`src/rtl/pba_pkg.sv`:
```
// Shared opcode type for the paged buffer allocator.
package pba_pkg;
    typedef enum logic [2:0] {
        OP_ALLOC       = 3'd0,
        OP_RESET_ALL   = 3'd1,
        OP_RX_POP      = 3'd2,
        OP_RX_POP_FREE = 3'd3,
        OP_FREE_PKT    = 3'd4,
        OP_RESET_TX    = 3'd5,
        OP_TX_PUSH     = 3'd6,
        OP_NOP         = 3'd7
    } op_e;
endpackage

```
`src/rtl/pba_page_map.sv`:
```
// Free-page bitmap with a free counter and a lowest-free-page finder.
// Assumes at most one set and one clear request per cycle.
module pba_page_map #(
    parameter int NUM_PAGES = 64,
    localparam int PKT_W = $clog2(NUM_PAGES),
    localparam int CNT_W = $clog2(NUM_PAGES + 1)
) (
    input  logic                 clk,
    input  logic                 rst_n,
    input  logic                 clear_all,
    input  logic                 set_en,
    input  logic [PKT_W-1:0]     set_idx,
    input  logic                 clr_en,
    input  logic [PKT_W-1:0]     clr_idx,
    output logic [NUM_PAGES-1:0] used,
    output logic [CNT_W-1:0]     free_cnt,
    output logic                 any_free,
    output logic [PKT_W-1:0]     first_free
);
    logic do_set, do_clr;

    // Qualify requests against the current bitmap
    always_comb begin
        do_set = set_en && !used[set_idx];
        do_clr = clr_en && used[clr_idx];
    end

    // Bitmap and free counter update
    always_ff @(posedge clk) begin
        if (!rst_n || clear_all) begin
            used     <= '0;
            free_cnt <= CNT_W'(NUM_PAGES);
        end else begin
            if (do_set) used[set_idx] <= 1'b1;
            if (do_clr) used[clr_idx] <= 1'b0;
            free_cnt <= free_cnt - CNT_W'(do_set) + CNT_W'(do_clr);
        end
    end

    // Lowest-numbered free page
    always_comb begin
        first_free = '0;
        for (int i = NUM_PAGES - 1; i >= 0; i--) begin
            if (!used[i]) first_free = PKT_W'(i);
        end
        any_free = (free_cnt != '0);
    end
endmodule

```
`src/rtl/pba_pkt_fifo.sv`:
```
// Show-ahead FIFO of packet numbers with a flush input.
// Push when full and pop when empty are dropped.
module pba_pkt_fifo #(
    parameter int W     = 6,
    parameter int DEPTH = 64,
    localparam int PTR_W = $clog2(DEPTH)
) (
    input  logic         clk,
    input  logic         rst_n,
    input  logic         flush,
    input  logic         push,
    input  logic [W-1:0] din,
    input  logic         pop,
    output logic [W-1:0] dout,
    output logic         empty,
    output logic         full
);
    logic [W-1:0]   mem [DEPTH];
    logic [PTR_W:0] wr_q, rd_q;
    logic           do_push, do_pop;

    // Status and head of queue
    always_comb begin
        empty   = (wr_q == rd_q);
        full    = (wr_q[PTR_W] != rd_q[PTR_W]) && (wr_q[PTR_W-1:0] == rd_q[PTR_W-1:0]);
        do_push = push && !full;
        do_pop  = pop && !empty;
        dout    = mem[rd_q[PTR_W-1:0]];
    end

    // Pointer update
    always_ff @(posedge clk) begin
        if (!rst_n || flush) begin
            wr_q <= '0;
            rd_q <= '0;
        end else begin
            if (do_push) wr_q <= wr_q + 1'b1;
            if (do_pop)  rd_q <= rd_q + 1'b1;
        end
    end

    // Storage write
    always_ff @(posedge clk) begin
        if (do_push) mem[wr_q[PTR_W-1:0]] <= din;
    end
endmodule

```
`src/rtl/pba_alloc.sv`:
```
// Paged packet buffer allocator top. Decodes host commands (one-cycle
// busy window), serves receive page requests under a transmit
// reservation, and keeps receive and transmit queues of packet numbers.
// Assumes NUM_PAGES is a power of two; packet number equals page index.
module pba_alloc
    import pba_pkg::*;
#(
    parameter int NUM_PAGES  = 64,
    parameter int PAGE_UNITS = 4,
    localparam int PKT_W  = $clog2(NUM_PAGES),
    localparam int CNT_W  = $clog2(NUM_PAGES + 1),
    localparam int UNIT_W = 8,
    localparam int TOTAL_UNITS = NUM_PAGES * PAGE_UNITS
) (
    input  logic              clk,
    input  logic              rst_n,
    input  logic              cmd_valid,
    input  logic [2:0]        cmd_op,
    input  logic [PKT_W-1:0]  cmd_arg,
    output logic              busy,
    output logic [PKT_W-1:0]  res_pkt,
    output logic              res_failed,
    input  logic              resv_we,
    input  logic [UNIT_W-1:0] resv_wdata,
    output logic [UNIT_W-1:0] resv_val,
    output logic [UNIT_W-1:0] free_units,
    output logic [UNIT_W-1:0] mem_size,
    input  logic              rx_req,
    output logic              rx_ack,
    output logic              rx_fail,
    output logic [PKT_W-1:0]  rx_pkt,
    output logic [PKT_W-1:0]  rx_top,
    output logic              rx_empty,
    input  logic              tx_pop,
    output logic [PKT_W-1:0]  tx_top,
    output logic              tx_empty
);
    localparam logic [UNIT_W-1:0] MEM_UNITS =
        (TOTAL_UNITS > 255) ? 8'hFF : UNIT_W'(TOTAL_UNITS);

    op_e                 op_q;
    logic [PKT_W-1:0]    arg_q;
    logic                pend_q;
    logic [NUM_PAGES-1:0] used, rx_own_q;
    logic [CNT_W-1:0]    free_cnt, rx_held_q, rx_limit;
    logic                any_free;
    logic [PKT_W-1:0]    first_free;
    logic                set_en, clr_en, clr_fire, reset_all, reset_tx;
    logic [PKT_W-1:0]    clr_idx;
    logic                rx_ok, rx_take, rx_pop_en, tx_push_en;
    logic                rx_full_unused, tx_full_unused;
    logic [15:0]         units_w, resv_pages;

    // Accept a command only when idle; busy covers the execute cycle
    always_ff @(posedge clk) begin
        if (!rst_n) begin
            pend_q <= 1'b0;
            op_q   <= OP_NOP;
            arg_q  <= '0;
        end else begin
            pend_q <= cmd_valid && !pend_q;
            if (cmd_valid && !pend_q) begin
                op_q  <= op_e'(cmd_op);
                arg_q <= cmd_arg;
            end
        end
    end

    assign busy = pend_q;

    // Reservation in pages and resulting receive limit
    always_comb begin
        if (resv_val == 8'hFF) resv_pages = 16'(NUM_PAGES);
        else                   resv_pages = 16'(resv_val) / 16'(PAGE_UNITS);
        if (resv_pages > 16'(NUM_PAGES)) resv_pages = 16'(NUM_PAGES);
        rx_limit = CNT_W'(16'(NUM_PAGES) - resv_pages);
        rx_ok    = any_free && (rx_held_q < rx_limit);
        rx_take  = rx_req && !pend_q && rx_ok;
    end

    // Command decode into page map and queue controls
    always_comb begin
        reset_all  = pend_q && (op_q == OP_RESET_ALL);
        reset_tx   = pend_q && (op_q == OP_RESET_TX);
        rx_pop_en  = pend_q && ((op_q == OP_RX_POP) || (op_q == OP_RX_POP_FREE));
        tx_push_en = pend_q && (op_q == OP_TX_PUSH);
        set_en     = (pend_q && (op_q == OP_ALLOC) && any_free) || rx_take;
        clr_en     = 1'b0;
        clr_idx    = arg_q;
        if (pend_q && (op_q == OP_FREE_PKT)) begin
            clr_en = 1'b1;
        end else if (pend_q && (op_q == OP_RX_POP_FREE) && !rx_empty) begin
            clr_en  = 1'b1;
            clr_idx = rx_top;
        end
        clr_fire = clr_en && used[clr_idx];
    end

    // Track which pages receive traffic holds
    always_ff @(posedge clk) begin
        if (!rst_n || reset_all) begin
            rx_own_q  <= '0;
            rx_held_q <= '0;
        end else begin
            if (rx_take) rx_own_q[first_free] <= 1'b1;
            if (clr_fire && rx_own_q[clr_idx]) rx_own_q[clr_idx] <= 1'b0;
            rx_held_q <= rx_held_q + CNT_W'(rx_take)
                         - CNT_W'(clr_fire && rx_own_q[clr_idx]);
        end
    end

    // Allocation result, receive answer and reservation registers
    always_ff @(posedge clk) begin
        if (!rst_n) begin
            res_pkt    <= '0;
            res_failed <= 1'b1;
            rx_ack     <= 1'b0;
            rx_fail    <= 1'b0;
            rx_pkt     <= '0;
            resv_val   <= '0;
        end else begin
            if (pend_q && (op_q == OP_ALLOC)) begin
                res_failed <= !any_free;
                if (any_free) res_pkt <= first_free;
            end
            rx_ack  <= rx_req && !pend_q;
            rx_fail <= !rx_ok;
            if (rx_take) rx_pkt <= first_free;
            if (resv_we) resv_val <= resv_wdata;
        end
    end

    // Free memory readout in units
    always_comb begin
        units_w    = 16'(free_cnt) * 16'(PAGE_UNITS);
        free_units = (units_w > 16'd255) ? 8'hFF : units_w[7:0];
        mem_size   = MEM_UNITS;
    end

    pba_page_map #(.NUM_PAGES(NUM_PAGES)) u_map (
        .clk(clk), .rst_n(rst_n), .clear_all(reset_all),
        .set_en(set_en), .set_idx(first_free),
        .clr_en(clr_en), .clr_idx(clr_idx),
        .used(used), .free_cnt(free_cnt),
        .any_free(any_free), .first_free(first_free)
    );

    pba_pkt_fifo #(.W(PKT_W), .DEPTH(NUM_PAGES)) u_rxq (
        .clk(clk), .rst_n(rst_n), .flush(reset_all),
        .push(rx_take), .din(first_free), .pop(rx_pop_en),
        .dout(rx_top), .empty(rx_empty), .full(rx_full_unused)
    );

    pba_pkt_fifo #(.W(PKT_W), .DEPTH(NUM_PAGES)) u_txq (
        .clk(clk), .rst_n(rst_n), .flush(reset_all || reset_tx),
        .push(tx_push_en), .din(arg_q), .pop(tx_pop),
        .dout(tx_top), .empty(tx_empty), .full(tx_full_unused)
    );
endmodule


```
`config.mk`:
```
export PLATFORM = sky130hd
export DESIGN_NAME = pba_alloc
export DESIGN_NICKNAME = d
export VERILOG_FILES = /design/src/rtl/pba_pkg.sv /design/src/rtl/pba_page_map.sv /design/src/rtl/pba_pkt_fifo.sv /design/src/rtl/pba_alloc.sv
export SDC_FILE = /design/constraint.sdc
export NUM_CORES = 1
export LEC_CHECK = 0
export ABC_AREA = 1
export CAP_MARGIN = 25
export CORE_MARGIN = 2
export CORE_UTILIZATION = 43
export CTS_BUF_LIST = sky130_fd_sc_hd__clkbuf_8
export DETAILED_ROUTE_END_ITERATION = 10
export PLACE_DENSITY = 0.65
export SLEW_MARGIN = 5
export SYNTH_ARGS = -nofsm -noshare
export SYNTH_HDL_FRONTEND = slang
export SYNTH_SLANG_ARGS = --single-unit
```
`constraint.sdc`:
```
create_clock -name clk -period 7.5 [get_ports clk]
set_input_delay 1.125 -clock clk [delete_from_list [all_inputs] [get_ports clk]]
set_output_delay 1.125 -clock clk [all_outputs]
set_load 0.1 [all_outputs]
```
==> run_results.csv <==
group,metric,value,unit
place,pre_cts_slack,1.09,ns
sta,postLayoutSetupSlackWorst,0.996,ns
sta,finalClockSkew,0.0766,ns
global_routing,globalRouteOverflowTotal,0,
clocking,cts_sinks,983,
critical_path,worstPathRequired,8.23,ns
drt,wl_per_cell,21.1,um
die,start_util,0.433,
global_routing,grt_max_degree,193,
logic_synthesis,syn_inst,4030,
clocking,insertion_delay,0.87,ns
sta,max_freq,0.154,GHz
drt,drt-total-wl,116000,um
clocking,root_buffer,"clkbuf_8",
global_routing,antenna_found_initial,5,
place,place_congestion,0.953,
logic_synthesis,synth_top_area_frac,0.552,
pwr,p_per_area,266,nW/um^2
clocking,cts_tree,"done",
finish,ff_latch_area,27400,sq um
critical_path,worst_r2r_path_depth,33,
sta,final.period_utilization,0.867,
clocking,clk_pin_slew_worst_paths,0.06,ns
logic_synthesis,synth_ff_type,"edfxtp_1",
die,dieArea,99700,sq um
sta,hold_viol,0,
critical_path,slowest_stage,"dfxtp_2",
place,port_buffers,68,
sta,relSlewSlack,0.278,
sta,setup_viol,0,
pwr,p_leak,15.6,nW
die,core,96600,sq um
logic_synthesis,ys_types,53,
logic_synthesis,async_reset_ff_frac,0,
clocking,postCtsSetupRepairBufs,0,
sta,whs,0.456,ns
logic_synthesis,synth_area,41800,sq um
place,place.detailed.hpwl,69700,um
clocking,clockBufferDepth,3,
logic_synthesis,yosys_warnings,0,
drt,drc_errors,0,
critical_path,startpoint_type,"flip-flop",
clocking,cts_buffers,159,
outcome,status,"complete, no violations",
sta,drv_slew,0,
min_path,min_path_cells,2,
pwr,peakVddDrop,0.000398,V
die,num_rows,114,
critical_path,cp_max_fo,55,
die,die_w,316,um
critical_path,slowest_delay,0.56,ns
drt,drtIter0Drc,3813,
drt,viasPerCell,5.73,
critical_path,crit_type,"flip-flop to flip-flop",
logic_synthesis,synth_top_cell_by_area,"edfxtp_1",
critical_path,path_common_cell,"inv_1",
global_routing,grt_usage,0.229,
logic_synthesis,yosysSeqAreaShare,0.655,
critical_path,arrival,7.23,ns
clocking,cts_max_level,4,
logic_synthesis,ys_ff_latch,983,
sta,worst_pin_slew,1.08,ns
finish,nFillCells,8747,
drt,vias,31472,
clocking,cts_resized,0,
sta,final.setup.tns,0,ns
critical_path,critPathCaptureType,"flip-flop",
min_path,holdCritPathClass,"flip-flop to flip-flop",
global_routing,grt_first_pass_wirelength,175000,um
drt,ant_nets,0,
sta,rsz0062_at_grt,"false",
finish,syn_to_final_growth,11.7,%
finish,drive_above_1_share,0.0786,
global_routing,grt_pass1_vias,29197,
logic_synthesis,synth_edf_count,768,
finish,fin_nets,4144,
flow_run,cap_viol_max_count,0,
logic_synthesis,netlist_top_cells_area,"edfxtp_1 (55%), dfxtp_1 (10%), nor2_1 (7.4%)",
sta,fin_crit,6.50,ns
drt,dr.pass1.iters,6,
logic_synthesis,syn_area_per_cell,10.4,sq um
clocking,ctsHoldBuffers,0,
die,pin_count,77,
finish,multiInputGateArea,12500,sq um
die,die_h,316,um
==> cell usage after synthesis (all sizes together), types with 2 or more instances <==
library cell,number
nand3b,2
nand3,138
o2111ai,3
a221oi,5
fa,2
o211ai,17
o41ai,13
nor3b,3
a21oi,187
inv,244
o22ai,256
xor2,9
dfxtp,215
nor4,19
buf,39
clkbuf,192
edfxtp,768
o311ai,3
nor2,835
o21ai,612
nor3,25
o221ai,30
o21bai,4
nand2,358
nand4,7
o32ai,6
ha,28
==> cell type report <==
class                   instances  share of cell area
diodes                          6            0.000322
clock buffers                 169              0.0498
clock inverters               113              0.0153
inverters                     245              0.0198
multi-input cells            2578               0.269
flip-flops and latches        983               0.587
well taps                    1276              0.0342
repair buffers                124              0.0255
==> through the flow <==
step	utilization	cells	total power, mW	area, sq um
6_report	0.483	5494	12.4	46700
5_1_grt	0.483	5494	12.8	46700
4_1_cts	0.483	5484	12.5	46600
3_5_place_dp	0.451	5202	8.02	43600
3_3_place_gp	0.451	5202	8.00	43600
2_1_floorplan	-	4037	7.47	41800
==> kinds of logic after synthesis <==
family | share of synthesized area
fa+ha+maj | 0.00934
buf+inv | 0.0462
compound gates | 0.154
other cells | 0.0000898
xor+xnor | 0.00189
simple gates | 0.133
flops | 0.655
==> cell usage in the layout (no fill, tap or decap), drive strengths merged, types with 68 or more instances in the layout <==
| cell type | n |
|---|---|
| nand3 | 138 |
| inv | 306 |
| o21ai | 612 |
| clkbuf | 170 |
| a21oi | 187 |
| clkdlybuf4s50 | 68 |
| nand2 | 358 |
| dfxtp | 215 |
| edfxtp | 768 |
| nor2 | 835 |
| o22ai | 256 |
==> sequential cells by signal, indices dropped and copies added, names as in the netlist, named ones only <==
| register | flops |
|---|---|
| u_txq.rd_q | 7 |
| res_pkt | 6 |
| res_failed | 1 |
| rx_pkt | 6 |
| busy | 1 |
| op_q | 3 |
| u_map.used | 64 |
| rx_held_q | 7 |
| u_rxq.wr_q | 7 |
| u_rxq.rd_q | 7 |
| u_txq.wr_q | 7 |
| u_txq.mem | 384 |
| rx_own_q | 64 |
| rx_fail | 1 |
| arg_q | 6 |
| rx_ack | 1 |
| resv_val | 8 |
| u_rxq.mem | 384 |
| u_map.free_cnt | 7 |
==> worst paths after layout <==
path	slack, ns	startpoint	end
worst min register to register	0.46	rx_own_q[52]	rx_own_q[52]
worst max-delay path	1.0	flip-flop	rx_held_q[6]
worst max register to register	1.0	flip-flop	rx_held_q[6]
worst min-delay path	0.46	rx_own_q[52]	rx_own_q[52]
==> worst max-delay path: cells and delay by family (launching register included) <==
kind | cells | cell delay [ns]
adders and majority gates | 3 | 0.78
DFF | 1 | 0.56
and+or+nand+nor | 9 | 1.12
AOI/OAI and AO/OA | 13 | 2.35
buffers and inverters | 8 | 1.54
==> routing by layer <==
| metal | track usage | wire length [um] |
|---|---|---|
| met5 | 0 | 20 |
| met2 | 0.348 | 52000 |
| met4 | 0.0951 | 4410 |
| met3 | 0.0485 | 10100 |
| met1 | 0.321 | 49500 |
==> where the power goes <==
part,internal [mW],switching (mW)
Sequential,5.96,0.0757
Clock,2.28,2.22
Combinational,0.451,1.43
Power figures use the tool's default switching activity.
